File: config.mk
export PLATFORM = sky130hd
export DESIGN_NAME = page_walk2
export DESIGN_NICKNAME = d
export VERILOG_FILES = /design/src/rtl/pw_pkg.sv /design/src/rtl/pw_addr_calc.sv /design/src/rtl/pw_req_hold.sv /design/src/rtl/pw_walk_ctrl.sv /design/src/rtl/pw_rsp_reg.sv /design/src/rtl/page_walk2.sv
export SDC_FILE = /design/constraint.sdc
export NUM_CORES = 1
export LEC_CHECK = 0
export ABC_AREA = 1
export ABC_CLOCK_PERIOD_IN_PS = 3050
export BUFFER_PORTS_ARGS = -buffer_cell sky130_fd_sc_hd__buf_2
export CAP_MARGIN = 15
export CORE_MARGIN = 3
export CORE_UTILIZATION = 57
export CTS_CLUSTER_DIAMETER = 150
export DETAILED_ROUTE_END_ITERATION = 6
export PLACE_DENSITY = 0.87
export SETUP_SLACK_MARGIN = 0.4
export SYNTH_ARGS = -nofsm -noshare
export SYNTH_HDL_FRONTEND = slang
export SYNTH_HIERARCHICAL = 1
export SYNTH_SLANG_ARGS = --single-unit
File: constraint.sdc
create_clock -name clk -period 3.05 [get_ports clk]
set_clock_uncertainty 0.1 [all_clocks]
set_input_delay 0.1525 -clock clk [delete_from_list [all_inputs] [get_ports clk]]
set_output_delay 0.1525 -clock clk [all_outputs]
set_load 0.01 [all_outputs]
File: src/rtl/pw_pkg.sv
// Package: shared sizes and the control state type of the page walker.
// Assumes: byte addresses, word-sized table entries, power-of-two word size.
package pw_pkg;
    parameter int PW_ADDR_W     = 32;
    parameter int PW_OFF_W      = 12;
    parameter int PW_IDX_W      = 10;
    parameter int PW_WORD_BYTES = 4;

    typedef enum logic [2:0] {
        PW_IDLE    = 3'd0,
        PW_READ_L1 = 3'd1,
        PW_READ_L2 = 3'd2,
        PW_RESP    = 3'd3,
        PW_FAULT   = 3'd4
    } pw_state_e;
endpackage

File: src/rtl/pw_addr_calc.sv
// Module: pw_addr_calc
// Combinational address arithmetic of the walker. It forms the root entry
// address from the live request, the second-level entry address from the
// returned root entry, and the physical address and rights from a returned
// second-level entry.
// Assumes: entries are ADDR_W bits wide, present flag in bit 0 of a root entry.
module pw_addr_calc #(
    parameter int ADDR_W     = pw_pkg::PW_ADDR_W,
    parameter int OFF_W      = pw_pkg::PW_OFF_W,
    parameter int IDX_W      = pw_pkg::PW_IDX_W,
    parameter int WORD_BYTES = pw_pkg::PW_WORD_BYTES,
    localparam int LOW_W     = ADDR_W - IDX_W,
    localparam int TBL_W     = LOW_W - OFF_W
) (
    input  logic [IDX_W-1:0]  dir_idx,
    input  logic [ADDR_W-1:0] root,
    input  logic [LOW_W-1:0]  held_low,
    input  logic [ADDR_W-1:0] entry,
    output logic [ADDR_W-1:0] l1_addr,
    output logic [ADDR_W-1:0] l2_addr,
    output logic              present,
    output logic [ADDR_W-1:0] paddr,
    output logic [OFF_W-1:0]  rights
);
    localparam int WORD_SH = $clog2(WORD_BYTES);

    logic [TBL_W-1:0]  tbl_idx;
    logic [ADDR_W-1:0] tbl_base;

    // Purpose: split the held address and scale the indices to byte addresses.
    always_comb begin
        tbl_idx  = held_low[LOW_W-1:OFF_W];
        tbl_base = {entry[ADDR_W-1:OFF_W], {OFF_W{1'b0}}};
        l1_addr  = root + (ADDR_W'(dir_idx) << WORD_SH);
        l2_addr  = tbl_base + (ADDR_W'(tbl_idx) << WORD_SH);
        present  = entry[0];
        paddr    = {entry[ADDR_W-1:OFF_W], held_low[OFF_W-1:0]};
        rights   = entry[OFF_W-1:0];
    end
endmodule

File: src/rtl/pw_req_hold.sv
// Module: pw_req_hold
// Holds the part of the logical address still needed after the root read
// (the second-level index and the page offset), captured at acceptance.
// Assumes: take is asserted only in the cycle a request is accepted.
module pw_req_hold #(
    parameter int LOW_W = 22
) (
    input  logic             clk,
    input  logic             rst_n,
    input  logic             take,
    input  logic [LOW_W-1:0] low_in,
    output logic [LOW_W-1:0] low_q
);
    // Purpose: capture the untranslated low address bits on acceptance.
    always_ff @(posedge clk) begin
        if (!rst_n) begin
            low_q <= '0;
        end else if (take) begin
            low_q <= low_in;
        end
    end
endmodule

File: src/rtl/pw_walk_ctrl.sv
// Module: pw_walk_ctrl
// Control of the walk: accepts a request, pulses the two memory reads, decides
// on the present flag and signals when the response is captured or released.
// Assumes: one read outstanding at most; mem_rvalid may come in the same cycle
// as mem_req or any number of cycles later.
module pw_walk_ctrl #(
    parameter int ADDR_W = pw_pkg::PW_ADDR_W
) (
    input  logic              clk,
    input  logic              rst_n,
    input  logic              req_valid,
    output logic              req_ready,
    input  logic [ADDR_W-1:0] l1_addr,
    input  logic [ADDR_W-1:0] l2_addr,
    input  logic              present,
    output logic              mem_req,
    output logic [ADDR_W-1:0] mem_addr,
    input  logic              mem_rvalid,
    output logic              rsp_valid,
    input  logic              rsp_ready,
    output logic              accept,
    output logic              cap_ok,
    output logic              cap_fault
);
    import pw_pkg::*;

    pw_state_e         state;
    logic              mem_req_q;
    logic [ADDR_W-1:0] mem_addr_q;

    // Purpose: decode handshake and capture strobes from the current state.
    always_comb begin
        req_ready = (state == PW_IDLE);
        rsp_valid = (state == PW_RESP) || (state == PW_FAULT);
        accept    = req_ready && req_valid;
        cap_ok    = (state == PW_READ_L2) && mem_rvalid;
        cap_fault = (state == PW_READ_L1) && mem_rvalid && !present;
        mem_req   = mem_req_q;
        mem_addr  = mem_addr_q;
    end

    // Purpose: walk state, one-cycle read pulses and the read address.
    always_ff @(posedge clk) begin
        if (!rst_n) begin
            state      <= PW_IDLE;
            mem_req_q  <= 1'b0;
            mem_addr_q <= '0;
        end else begin
            mem_req_q <= 1'b0;
            case (state)
                PW_IDLE: begin
                    if (req_valid) begin
                        state      <= PW_READ_L1;
                        mem_req_q  <= 1'b1;
                        mem_addr_q <= l1_addr;
                    end
                end
                PW_READ_L1: begin
                    if (mem_rvalid) begin
                        if (present) begin
                            state      <= PW_READ_L2;
                            mem_req_q  <= 1'b1;
                            mem_addr_q <= l2_addr;
                        end else begin
                            state <= PW_FAULT;
                        end
                    end
                end
                PW_READ_L2: begin
                    if (mem_rvalid) begin
                        state <= PW_RESP;
                    end
                end
                PW_RESP, PW_FAULT: begin
                    if (rsp_ready) begin
                        state <= PW_IDLE;
                    end
                end
                default: state <= PW_IDLE;
            endcase
        end
    end

    AST_ISSUE_AFTER_ACCEPT: assert property (@(posedge clk) disable iff (!rst_n)
        accept |=> (mem_req && mem_addr == $past(l1_addr)));
    AST_SINGLE_PULSE: assert property (@(posedge clk) disable iff (!rst_n)
        (mem_req && !mem_rvalid) |=> !mem_req);
    AST_NO_READ_ON_FAULT: assert property (@(posedge clk) disable iff (!rst_n)
        cap_fault |=> (!mem_req && rsp_valid));
    AST_READY_AFTER_HANDSHAKE: assert property (@(posedge clk) disable iff (!rst_n)
        (rsp_valid && rsp_ready) |=> (req_ready && !rsp_valid));
    AST_BUSY_NOT_READY: assert property (@(posedge clk) disable iff (!rst_n)
        accept |=> !req_ready);
endmodule

File: src/rtl/pw_rsp_reg.sv
// Module: pw_rsp_reg
// Response register: loads the translation or a cleared fault result when the
// control strobes it and keeps it until the next walk overwrites it.
// Assumes: cap_ok and cap_fault are never asserted together.
module pw_rsp_reg #(
    parameter int ADDR_W = pw_pkg::PW_ADDR_W,
    parameter int OFF_W  = pw_pkg::PW_OFF_W
) (
    input  logic              clk,
    input  logic              rst_n,
    input  logic              cap_ok,
    input  logic              cap_fault,
    input  logic [ADDR_W-1:0] paddr_in,
    input  logic [OFF_W-1:0]  rights_in,
    input  logic              rsp_valid,
    input  logic              rsp_ready,
    output logic [ADDR_W-1:0] paddr_q,
    output logic [OFF_W-1:0]  rights_q,
    output logic              fault_q
);
    // Purpose: load the result of a finished walk.
    always_ff @(posedge clk) begin
        if (!rst_n) begin
            paddr_q  <= '0;
            rights_q <= '0;
            fault_q  <= 1'b0;
        end else if (cap_ok) begin
            paddr_q  <= paddr_in;
            rights_q <= rights_in;
            fault_q  <= 1'b0;
        end else if (cap_fault) begin
            paddr_q  <= '0;
            rights_q <= '0;
            fault_q  <= 1'b1;
        end
    end

    AST_RSP_STABLE: assert property (@(posedge clk) disable iff (!rst_n)
        (rsp_valid && !rsp_ready) |=> ($stable(paddr_q) && $stable(rights_q) && $stable(fault_q)));
    AST_FAULT_CLEARED: assert property (@(posedge clk) disable iff (!rst_n)
        (rsp_valid && fault_q) |-> (paddr_q == '0 && rights_q == '0));
endmodule

File: src/rtl/page_walk2.sv
// Module: page_walk2
// Top of the two-level page table walker: wires the request holder, address
// arithmetic, walk control and response register together.
// Assumes: the memory answers every read exactly once; entries are word sized.
module page_walk2 #(
    parameter int ADDR_W     = pw_pkg::PW_ADDR_W,
    parameter int OFF_W      = pw_pkg::PW_OFF_W,
    parameter int IDX_W      = pw_pkg::PW_IDX_W,
    parameter int WORD_BYTES = pw_pkg::PW_WORD_BYTES
) (
    input  logic              clk,
    input  logic              rst_n,
    input  logic              req_valid,
    output logic              req_ready,
    input  logic [ADDR_W-1:0] req_laddr,
    input  logic [ADDR_W-1:0] root_base,
    output logic              mem_req,
    output logic [ADDR_W-1:0] mem_addr,
    input  logic              mem_rvalid,
    input  logic [ADDR_W-1:0] mem_rdata,
    output logic              rsp_valid,
    input  logic              rsp_ready,
    output logic [ADDR_W-1:0] rsp_paddr,
    output logic [OFF_W-1:0]  rsp_rights,
    output logic              rsp_fault
);
    localparam int LOW_W = ADDR_W - IDX_W;

    logic              accept, cap_ok, cap_fault, present;
    logic [LOW_W-1:0]  low_q;
    logic [ADDR_W-1:0] l1_addr, l2_addr, paddr_c;
    logic [OFF_W-1:0]  rights_c;

    pw_req_hold #(.LOW_W(LOW_W)) u_hold (
        .clk    (clk),
        .rst_n  (rst_n),
        .take   (accept),
        .low_in (req_laddr[LOW_W-1:0]),
        .low_q  (low_q)
    );

    pw_addr_calc #(.ADDR_W(ADDR_W), .OFF_W(OFF_W), .IDX_W(IDX_W), .WORD_BYTES(WORD_BYTES)) u_calc (
        .dir_idx  (req_laddr[ADDR_W-1:LOW_W]),
        .root     (root_base),
        .held_low (low_q),
        .entry    (mem_rdata),
        .l1_addr  (l1_addr),
        .l2_addr  (l2_addr),
        .present  (present),
        .paddr    (paddr_c),
        .rights   (rights_c)
    );

    pw_walk_ctrl #(.ADDR_W(ADDR_W)) u_ctrl (
        .clk        (clk),
        .rst_n      (rst_n),
        .req_valid  (req_valid),
        .req_ready  (req_ready),
        .l1_addr    (l1_addr),
        .l2_addr    (l2_addr),
        .present    (present),
        .mem_req    (mem_req),
        .mem_addr   (mem_addr),
        .mem_rvalid (mem_rvalid),
        .rsp_valid  (rsp_valid),
        .rsp_ready  (rsp_ready),
        .accept     (accept),
        .cap_ok     (cap_ok),
        .cap_fault  (cap_fault)
    );

    pw_rsp_reg #(.ADDR_W(ADDR_W), .OFF_W(OFF_W)) u_rsp (
        .clk       (clk),
        .rst_n     (rst_n),
        .cap_ok    (cap_ok),
        .cap_fault (cap_fault),
        .paddr_in  (paddr_c),
        .rights_in (rights_c),
        .rsp_valid (rsp_valid),
        .rsp_ready (rsp_ready),
        .paddr_q   (rsp_paddr),
        .rights_q  (rsp_rights),
        .fault_q   (rsp_fault)
    );
endmodule

==> impl_metrics.ini, run 1 <==
[setup_path]
rrSetupSlack_ns = 0.89
crit_chain = inv_2 -> nand2_1 -> nor3_2 -> buf_4 -> nand2_1 -> a21oi_1
cp_slowest_cell = dfxtp_1
crit_path_max_fanout = 45
critical-path-max-stage-delay_ns = 0.58
critPathRequiredTime_ns = 3.24
crit_path_end_kind = register
cpMostUsedCell = nand2_1
critical_path_class = reg -> reg
critPathLaunchType = register
cp.arrival_ns = 2.35

[sta]
fmax_mhz = 462
slew_violations = 0
tightestPinTransition_ns = 0.831
slew_headroom = 0.445
period_needed_ns = 2.16
hold_violations = 0
period_share = 0.709
setup-tns-final_ns = 0
rsz0062_at_grt = no
setup_viol = 0

[pwr]
p_sw_mw = 2.01
internal_power_mw = 2.81
p_clk_frac = 0.200
sw_frac_of_total = 0.416
power_frac_comb = 0.416
p_leak_nw = 3.87
seq_power_share = 0.384
p_per_area_mw_per_mm2 = 659
ir_worst_vdd_v = 0.000490

[global_route]
grtUsageTotal = 0.284
overflow = 0
grt_pass1_vias = 6058
antenna_found_initial = 0
grt_pass1_wl_mm = 29.2
grt_max_degree = 59

[final_layout]
layout_commonest_cell = nand2_1
layout_common_cells = 329 x nand2_1, 180 x buf_2, 143 x nor2_1
fin_util = 0.696
drive_gt1_frac = 0.201
synthToLayoutAreaGrowth_pct = 16.7
ff_latch_area_sq_mm = 0.00206
antennaDiodeCount = 0
multi_input_area_sq_mm = 0.00307
nets = 1227
num-fill-cells = 900

[routing]
wire_per_inst_um = 14.0
viasPerCell = 5.18
dr.pass1.iters = 6
drcViolationCount = 0
detail-route-antenna-nets = 0
drt_wl_total_mm = 17.6
drtIter0Drc = 599
via_count = 6510

[die]
die_y_um = 111
die_area_sq_mm = 0.0123
initial_utilization = 0.596
dieWidth_um = 111
fp.coreArea_sq_mm = 0.0105
rows = 37
ios = 181

[place]
hpwl_mm = 11.5
io_buffers = 180
place_congestion = 0.980

[yosys]
synth-seq-area-share = 0.329
synth_cell_types = 32
ys_top_cells_by_area = dfxtp_1 33%, nand2_1 20%, buf_4 9.8%
netlist_area_sq_mm = 0.00627
synth_flop_cell = dfxtp_1
synth-seq-cells = 103
async_flop_share = 0
syn_inst = 981
synth_warnings = 6
synth_top_area_share = 0.329
yosys.area.top_type = dfxtp_1
synth-edff-count = 0
syn_avg_cell_area_sq_um = 6.39

[cts]
clk_latency_ns = 0.37
clk_root_buffer_cell = clkbuf_8
cts_made_buffers = 9
cts_tree = done
cts_setup_buffers = 0
htreeDepth = 3
cts_sinks = 103
path_clk_slew_ns = 0.10
clock_path_buffers = 2

[run_status]
status = completed

[run]
cap_violations = 0

[worst_hold_path]
hold_path.class = in -> reg
registers in the layout, indices dropped and copies added, names as in the netlist:
signal / flops
u_ctrl/mem_addr: 32
u_ctrl/mem_req: 1
u_ctrl/state: 3
u_hold/low_q: 22
u_rsp/fault_q: 1
u_rsp/paddr_q: 32
u_rsp/rights_q: 12
worst max-delay path: cells and delay by family (launching register included):
family / cells / cell delay [ns]
flops: 1 / 0.58
simple gates: 3 / 0.58
buf+inv: 2 / 0.62
compound gates: 1 / 0.21
cell usage after synthesis, types with 3 or more instances:
library cell and count:
nand2_1 329, nor2_1 143, dfxtp_1 103, buf_4 82, inv_1 77, nand3_1 56, a21oi_1 45, o21ai_0 22
buf_2 16, nand4_1 13, o21ai_1 11, xor2_1 11, buf_6 10, clkbuf_1 10, ha_1 10, nand3b_1 8
nor3_1 7, nand3_2 5, nor2_2 5, nand2_2 4, inv_2 3
metal layers:
metal	GRT usage	vias to the layer above	wire, um
li1	-	3221	-
met1	0.359	2915	7210
met2	0.475	329	8480
met3	0.0639	45	1390
met4	0.104	0	521
met5	0	-	0
cell families (layout without fill, tap and decap cells):
family | after synthesis | after routing | synth area share
compound gates | 80 | 80 | 0.0649
xor+xnor | 12 | 12 | 0.0168
fa+ha+maj | 11 | 11 | 0.0232
buf+inv | 198 | 336 | 0.183
flops | 103 | 103 | 0.329
other cells | 1 | 2 | 0.000598
simple gates | 576 | 576 | 0.383
what timing repair did:
item / 4_1_cts / 5_1_grt
hold endpoints to repair: 53 / 0
resized for setup: 0 / 0
hold buffers: 53 / 0
path summary, 6_finish.rpt:
| path | startpoint | to | cells past startpoint |
|---|---|---|---|
| max | u_ctrl/state[0]$_SDFFE_PN0P_ | u_rsp/paddr_q[12]$_SDFFE_PN0P_ | 6 |
| min | root_base[1] | u_ctrl/mem_addr[1]$_SDFFE_PN0P_ | 5 |
| max reg2reg | u_ctrl/state[0]$_SDFFE_PN0P_ | u_rsp/paddr_q[12]$_SDFFE_PN0P_ | 6 |
| min reg2reg | u_rsp/paddr_q[10]$_SDFFE_PN0P_ | u_rsp/paddr_q[10]$_SDFFE_PN0P_ | 2 |
power groups by stage:
stage / Combinational, mW / Sequential [mW] / Clock [mW]
after floorplan: 1.52 / 1.90 / 0
after global placement: 1.87 / 1.87 / 0
after detailed placement: 1.89 / 1.87 / 0
after CTS: 1.96 / 1.85 / 0.991
after global routing: 2.25 / 1.89 / 1.05
final: 2.00 / 1.85 / 0.964
stage by stage:
stage	cells	power (mW)	hold WS [ns]	worst slack (ns)	instance area [sq um]
6_report	1256	4.82	0.0273	0.887	7310
5_1_grt	1256	5.19	0.0543	0.730	7310
4_1_cts	1256	4.79	0.00539	0.951	7310
3_5_place_dp	1187	3.76	0.311	0.894	6550
3_3_place_gp	1187	3.74	0.306	0.979	6550
2_1_floorplan	982	3.42	0.173	1.24	6270
area by class of cell:
cell class / count / area share
timing repair buffer: 240 / 0.203
clock inverter: 6 / 0.0139
multi-input combinational: 681 / 0.419
clock buffer: 10 / 0.0175
tap: 136 / 0.0233
sequential: 103 / 0.282
inverter: 80 / 0.0411
No activity file was read; power rests on OpenSTA's default activity.
==> run 2: changes to the inputs <==
--- a/config.mk
+++ b/config.mk
@@ -6,14 +6,14 @@
 export NUM_CORES = 1
 export LEC_CHECK = 0
 export ABC_AREA = 1
-export ABC_CLOCK_PERIOD_IN_PS = 3050
+export ABC_CLOCK_PERIOD_IN_PS = 2000
 export BUFFER_PORTS_ARGS = -buffer_cell sky130_fd_sc_hd__buf_2
 export CAP_MARGIN = 15
 export CORE_MARGIN = 3
-export CORE_UTILIZATION = 57
+export CORE_UTILIZATION = 53
 export CTS_CLUSTER_DIAMETER = 150
 export DETAILED_ROUTE_END_ITERATION = 6
-export PLACE_DENSITY = 0.87
+export PLACE_DENSITY = 0.81
 export SETUP_SLACK_MARGIN = 0.4
 export SYNTH_ARGS = -nofsm -noshare
 export SYNTH_HDL_FRONTEND = slang
==> constraint.sdc (replaced) <==
create_clock -name clk -period 2 [get_ports clk]
set_clock_uncertainty 0.1 [all_clocks]
set_input_delay 0.1 -clock clk [delete_from_list [all_inputs] [get_ports clk]]
set_output_delay 0.1 -clock clk [all_outputs]
set_load 0.01 [all_outputs]
==> run 2 against run 1 <==
Against the previous run:
- sequential share of layout area is 3.8 points lower
- final cell count is 3.7% higher
- register-to-register slack worse by 0.56 ns
- via count is 4.4% higher
- non-clock buffer count is 35 higher
==> impl_metrics.ini, run 2 (synthesis gave the netlist of run 1 again) <==
[run_status]
status = completed

[final_layout]
layout_commonest_cell = nand2_1
layout_common_cells = 294 x nand2_1, 181 x buf_2, 118 x nor2_1
ff_latch_area_sq_mm = 0.00207
antennaDiodeCount = 0
design_area_sq_mm = 0.00850
drive_gt1_frac = 0.315
synthToLayoutAreaGrowth_pct = 35.7
multi_input_area_sq_mm = 0.00361
fin_util = 0.741
nets = 1267
layout.cells.non_filler = 1303
num-fill-cells = 848

[place]
place_area_sq_mm = 0.00669
place_worst_setup_slack_ns = 0.0731
hpwl_mm = 11.9
io_buffers = 180
place_inst = 1200
place_congestion = 0.944

[die]
rows = 39
initial_utilization = 0.546
dieWidth_um = 115
fp.coreArea_sq_mm = 0.0115
ios = 181
die_y_um = 115
die_area_sq_mm = 0.0132

[cts]
clock_path_buffers = 2
clk_latency_ns = 0.35
cts_made_buffers = 9
cts_sinks = 103
path_clk_slew_ns = 0.07
cts_tree = done
clk_root_buffer_cell = clkbuf_16
htreeDepth = 3

[routing]
via_count = 6796
drtIter0Drc = 663
dr.pass1.iters = 7
drcViolationCount = 0
drt_wl_total_mm = 20.7
detail-route-antenna-nets = 0
viasPerCell = 5.22
wire_per_inst_um = 15.9

[pwr]
ir_worst_vdd_v = 0.000663
power_mw = 8.93
p_clk_frac = 0.204
seq_power_share = 0.314
internal_power_mw = 5.28
sw_frac_of_total = 0.409
p_leak_nw = 4.29
p_per_area_mw_per_mm2 = 1050
power_frac_comb = 0.482
p_sw_mw = 3.66

[worst_hold_path]
hold_path.class = in -> reg

[sta]
slew_violations = 0
hold_violations = 0
final.setup.worst_slack_ns = 0.325
setup_viol = 0
tightestPinTransition_ns = 1.11
fmax_mhz = 597
period_needed_ns = 1.67
period_share = 0.837
slew_headroom = 0.263
setup-tns-final_ns = 0
whs_ns = 0.102
rsz0062_at_grt = yes

[run]
cap_violations = 0

[global_route]
antenna_found_initial = 0
overflow = 0
grt_max_degree = 59
grt_pass1_vias = 5984
grt_pass1_wl_mm = 28.7
grtUsageTotal = 0.271

[setup_path]
critPathLaunchType = register
crit_path_end_kind = register
crit_path_max_fanout = 9
critPathRequiredTime_ns = 2.14
cp.arrival_ns = 1.82
critical_path_class = reg -> reg
[run 2: changes by cell type in the layout (fill, tap and decap cells not counted), moves of 6 or more]
cell       before  now
nand2_1       329  294
nand2_4         0   30
a21oi_1        45   16
a21oi_2         1   29
nor2_1        143  118
nor2_2          5   28
clkbuf_16       0   15
buf_12          0   10
buf_6           0    8
clkbuf_8        9    1
buf_4           7   13
nor2_4          1    7
[run 2: power by group through the flow]
stage | sequential (mW) | clock (mW) | combinational, mW
CTS | 2.77 | 1.84 | 3.35
global placement | 2.79 | 0 | 3.07
detailed placement | 2.81 | 0 | 3.09
global route | 2.86 | 1.93 | 4.67
finish | 2.81 | 1.82 | 4.31
floorplan | 2.89 | 0 | 2.33
[run 2: repair_timing]
action / 4_1_cts / 5_1_grt
hold buffers: 56 / 0
endpoints found under the setup margin: 66 / 80
setup buffers: 6 / 11
gates resized for setup: 11 / 144
hold endpoints to repair: 56 / 0
pin swaps: 3 / 16
cloned: 4 / 10
[run 2: metal layers]
metal,part of all wire,track usage
met1,0.39,0.338
met2,0.50,0.459
met3,0.081,0.0474
met4,0.030,0.120
met5,0,0
[run 2: path summary, 6_finish.rpt]
kind	startpoint	end	slack, ns	cells past startpoint
min reg2reg	u_rsp/paddr_q[3]$_SDFFE_PN0P_	u_rsp/paddr_q[3]$_SDFFE_PN0P_	0.36	2
max reg2reg	u_ctrl/state[1]$_SDFFE_PN0P_	u_ctrl/mem_addr[17]$_SDFFE_PN0P_	0.33	8
max	u_ctrl/state[1]$_SDFFE_PN0P_	u_ctrl/mem_addr[17]$_SDFFE_PN0P_	0.33	8
min	rsp_ready	u_ctrl/state[0]$_SDFFE_PN0P_	0.10	6
[run 2: critical path, cell delays in order, from the launching register on]
cell,delay [ns]
dfxtp_2,0.32
buf_6,0.12
nor2_4,0.14
nand4_1,0.23
nand2_4,0.26
inv_8,0.08
buf_12,0.15
nor2_1,0.09
nor2_1,0.05
[run 2: area by class of cell]
cell class	count	share of cell area
clock buffers	11	0.0286
clock inverters	5	0.00751
inverters	80	0.0362
multi-input cells	685	0.425
flip-flops and latches	103	0.244
well taps	143	0.0210
repair buffers	275	0.238
repair inverters	1	0.000736
==> run 3: changes to the inputs <==
--- a/config.mk
+++ b/config.mk
@@ -6,14 +6,14 @@
 export NUM_CORES = 1
 export LEC_CHECK = 0
 export ABC_AREA = 1
-export ABC_CLOCK_PERIOD_IN_PS = 2000
+export ABC_CLOCK_PERIOD_IN_PS = 1400
 export BUFFER_PORTS_ARGS = -buffer_cell sky130_fd_sc_hd__buf_2
 export CAP_MARGIN = 15
 export CORE_MARGIN = 3
-export CORE_UTILIZATION = 53
+export CORE_UTILIZATION = 48
 export CTS_CLUSTER_DIAMETER = 150
 export DETAILED_ROUTE_END_ITERATION = 6
-export PLACE_DENSITY = 0.81
+export PLACE_DENSITY = 0.78
 export SETUP_SLACK_MARGIN = 0.4
 export SYNTH_ARGS = -nofsm -noshare
 export SYNTH_HDL_FRONTEND = slang
==> constraint.sdc (replaced) <==
create_clock -name clk -period 1.4 [get_ports clk]
set_clock_uncertainty 0.1 [all_clocks]
set_input_delay 0.07 -clock clk [delete_from_list [all_inputs] [get_ports clk]]
set_output_delay 0.07 -clock clk [all_outputs]
set_load 0.01 [all_outputs]
==> run 3 against run 2 <==
Against the previous run:
- the flow now finishes with violations (setup timing)
- sequential cell count did not move
- register-to-register slack worse by 0.46 ns
- worst setup slack worse by 0.46 ns
- clock-buffer cell count unchanged
- fmax grew 9.2%
- hold slack worse by 0.065 ns
- critical path type unchanged
==> impl_metrics.ini, run 3 (synthesis gave the netlist of run 1 again) <==
[run_status]
status = finished, violations left
violations = setup timing

[pwr]
sw_frac_of_total = 0.387
power_mw = 13.5
p_per_area_mw_per_mm2 = 1430
p_leak_nw = 4.63
p_clk_frac = 0.190
ir_worst_vdd_v = 0.000947
internal_power_mw = 8.24
seq_power_share = 0.306
p_sw_mw = 5.22
power_frac_comb = 0.504

[global_route]
grt_max_degree = 46
grt_pass1_wl_mm = 30.5
antenna_found_initial = 1
grtUsageTotal = 0.258
grt_pass1_vias = 6430
overflow = 0

[routing]
wire_per_inst_um = 15.3
dr.pass1.iters = 7
detail-route-antenna-nets = 0
drcViolationCount = 0
via_count = 6865
drtIter0Drc = 399
viasPerCell = 4.97
drt_wl_total_mm = 21.1

[place]
hpwl_mm = 12.9
place_area_sq_mm = 0.00747
place_congestion = 0.964
io_buffers = 180

[setup_path]
critPathLaunchType = register
cp.arrival_ns = 1.66
r2r-start = u_ctrl/state[1]$_SDFFE_PN0P_
crit_path_end_kind = register
reg2reg_depth = 7
critical_path_class = reg -> reg
rr_endpoint = u_rsp/paddr_q[7]$_SDFFE_PN0P_
crit_path_max_fanout = 15
critPathRequiredTime_ns = 1.53
rrSetupSlack_ns = -0.13

[final_layout]
drive_gt1_frac = 0.406
synthToLayoutAreaGrowth_pct = 50.3
design_area_sq_mm = 0.00942
nets = 1317
layout_common_cells = 293 x nand2_1, 140 x buf_2, 133 x nor2_1
layout_commonest_cell = nand2_1
num-fill-cells = 926

[die]
rows = 41
die_area_sq_mm = 0.0145
dieWidth_um = 120
fp.coreArea_sq_mm = 0.0127
ios = 181
die_y_um = 120
initial_utilization = 0.495

[sta]
fmax_mhz = 652
setup_viol = 79
setup-tns-final_ns = -4.58
period_share = 1.10
hold_violations = 0
period_needed_ns = 1.53
slew_violations = 0
whs_ns = 0.0368
final.setup.worst_slack_ns = -0.133
rsz0062_at_grt = yes

[cts]
clock_path_buffers = 2
clk_latency_ns = 0.35
path_clk_slew_ns = 0.07
htreeDepth = 3
clk_root_buffer_cell = clkbuf_16
cts_sinks = 103
cts_tree = done
cts_made_buffers = 9

[worst_hold_path]
min-delay-start = rst_n
hold_path.class = in -> reg
holdPathStages = 3
hold_end = u_hold/low_q[2]$_SDFFE_PN0P_

[run]
cap_violations = 0
## run 3: cell types whose count changed in the layout (fill, tap and decap cells not counted), sizes merged
cell,before,now
diode,0,1
inv,83,81
buf,213,270
clkbuf,17,13
nor2,154,150
bufbuf,0,2
## run 3: what timing repair did
item | CTS | global route
endpoints found under the hold margin | 56 | 0
gates resized for setup | 92 | 139
setup buffers | 8 | 13
endpoints found under the setup margin | 132 | 163
hold buffers | 56 | 0
cloned | 4 | 2
pin swaps | 16 | 26
## run 3: worst max path at each step
stage	start	to	slack (ns)	cells after the start
floorplan	req_laddr[22]	u_ctrl/mem_addr[30]$_SDFFE_PN0P_	-0.14	15
global placement	req_laddr[22]	u_ctrl/mem_addr[30]$_SDFFE_PN0P_	-0.32	16
detailed placement	req_laddr[22]	u_ctrl/mem_addr[26]$_SDFFE_PN0P_	-0.35	16
CTS	u_ctrl/state[1]$_SDFFE_PN0P_	u_ctrl/mem_addr[11]$_SDFFE_PN0P_	-0.02	8
global route	u_ctrl/state[1]$_SDFFE_PN0P_	u_rsp/paddr_q[7]$_SDFFE_PN0P_	-0.19	7
finish	u_ctrl/state[1]$_SDFFE_PN0P_	u_rsp/paddr_q[7]$_SDFFE_PN0P_	-0.13	7
## run 3: layer usage
metal	global-route usage	wire (um)	vias to the layer above
met5	0	0	-
met4	0.0779	517	0
met3	0.0496	1290	43
met2	0.463	10900	250
met1	0.314	8460	3162
li1	-	-	3410
## run 3: critical path, stage by stage, from the launching register on
cell and delay, ns:
dfxtp_4 0.37, nor2_4 0.15, nand3b_1 0.18, nor2_4 0.20
nor2_8 0.08, buf_12 0.15, nand2_1 0.10, a21oi_2 0.07
## run 3: metrics by stage
step           instances  worst slack, ns   util
3_3_place_gp        1283           -0.320  0.590
5_1_grt             1382           -0.187  0.743
3_5_place_dp        1283           -0.347  0.590
6_report            1382           -0.133  0.743
2_1_floorplan        982           -0.139      -
4_1_cts             1366          -0.0233  0.695
## run 3: power groups by stage
stage / clock, mW / sequential [mW] / combinational (mW)
after floorplan: 0 / 4.16 / 3.58
after global placement: 0 / 4.01 / 4.98
after detailed placement: 0 / 4.03 / 5.04
after CTS: 2.59 / 4.05 / 6.18
after global routing: 2.68 / 4.19 / 7.32
final: 2.56 / 4.12 / 6.78
## run 3: layout make-up
| type | count | area, sq um | share of cell area |
|---|---|---|---|
| multi-input cells | 681 | 3670 | 0.390 |
| flip-flops and latches | 103 | 2160 | 0.229 |
| clock inverters | 4 | 55.1 | 0.00585 |
| inverters | 80 | 315 | 0.0335 |
| clock buffers | 11 | 243 | 0.0258 |
| repair buffers | 330 | 2760 | 0.293 |
| well taps | 172 | 215 | 0.0229 |
| diodes | 1 | 2.50 | 0.000266 |
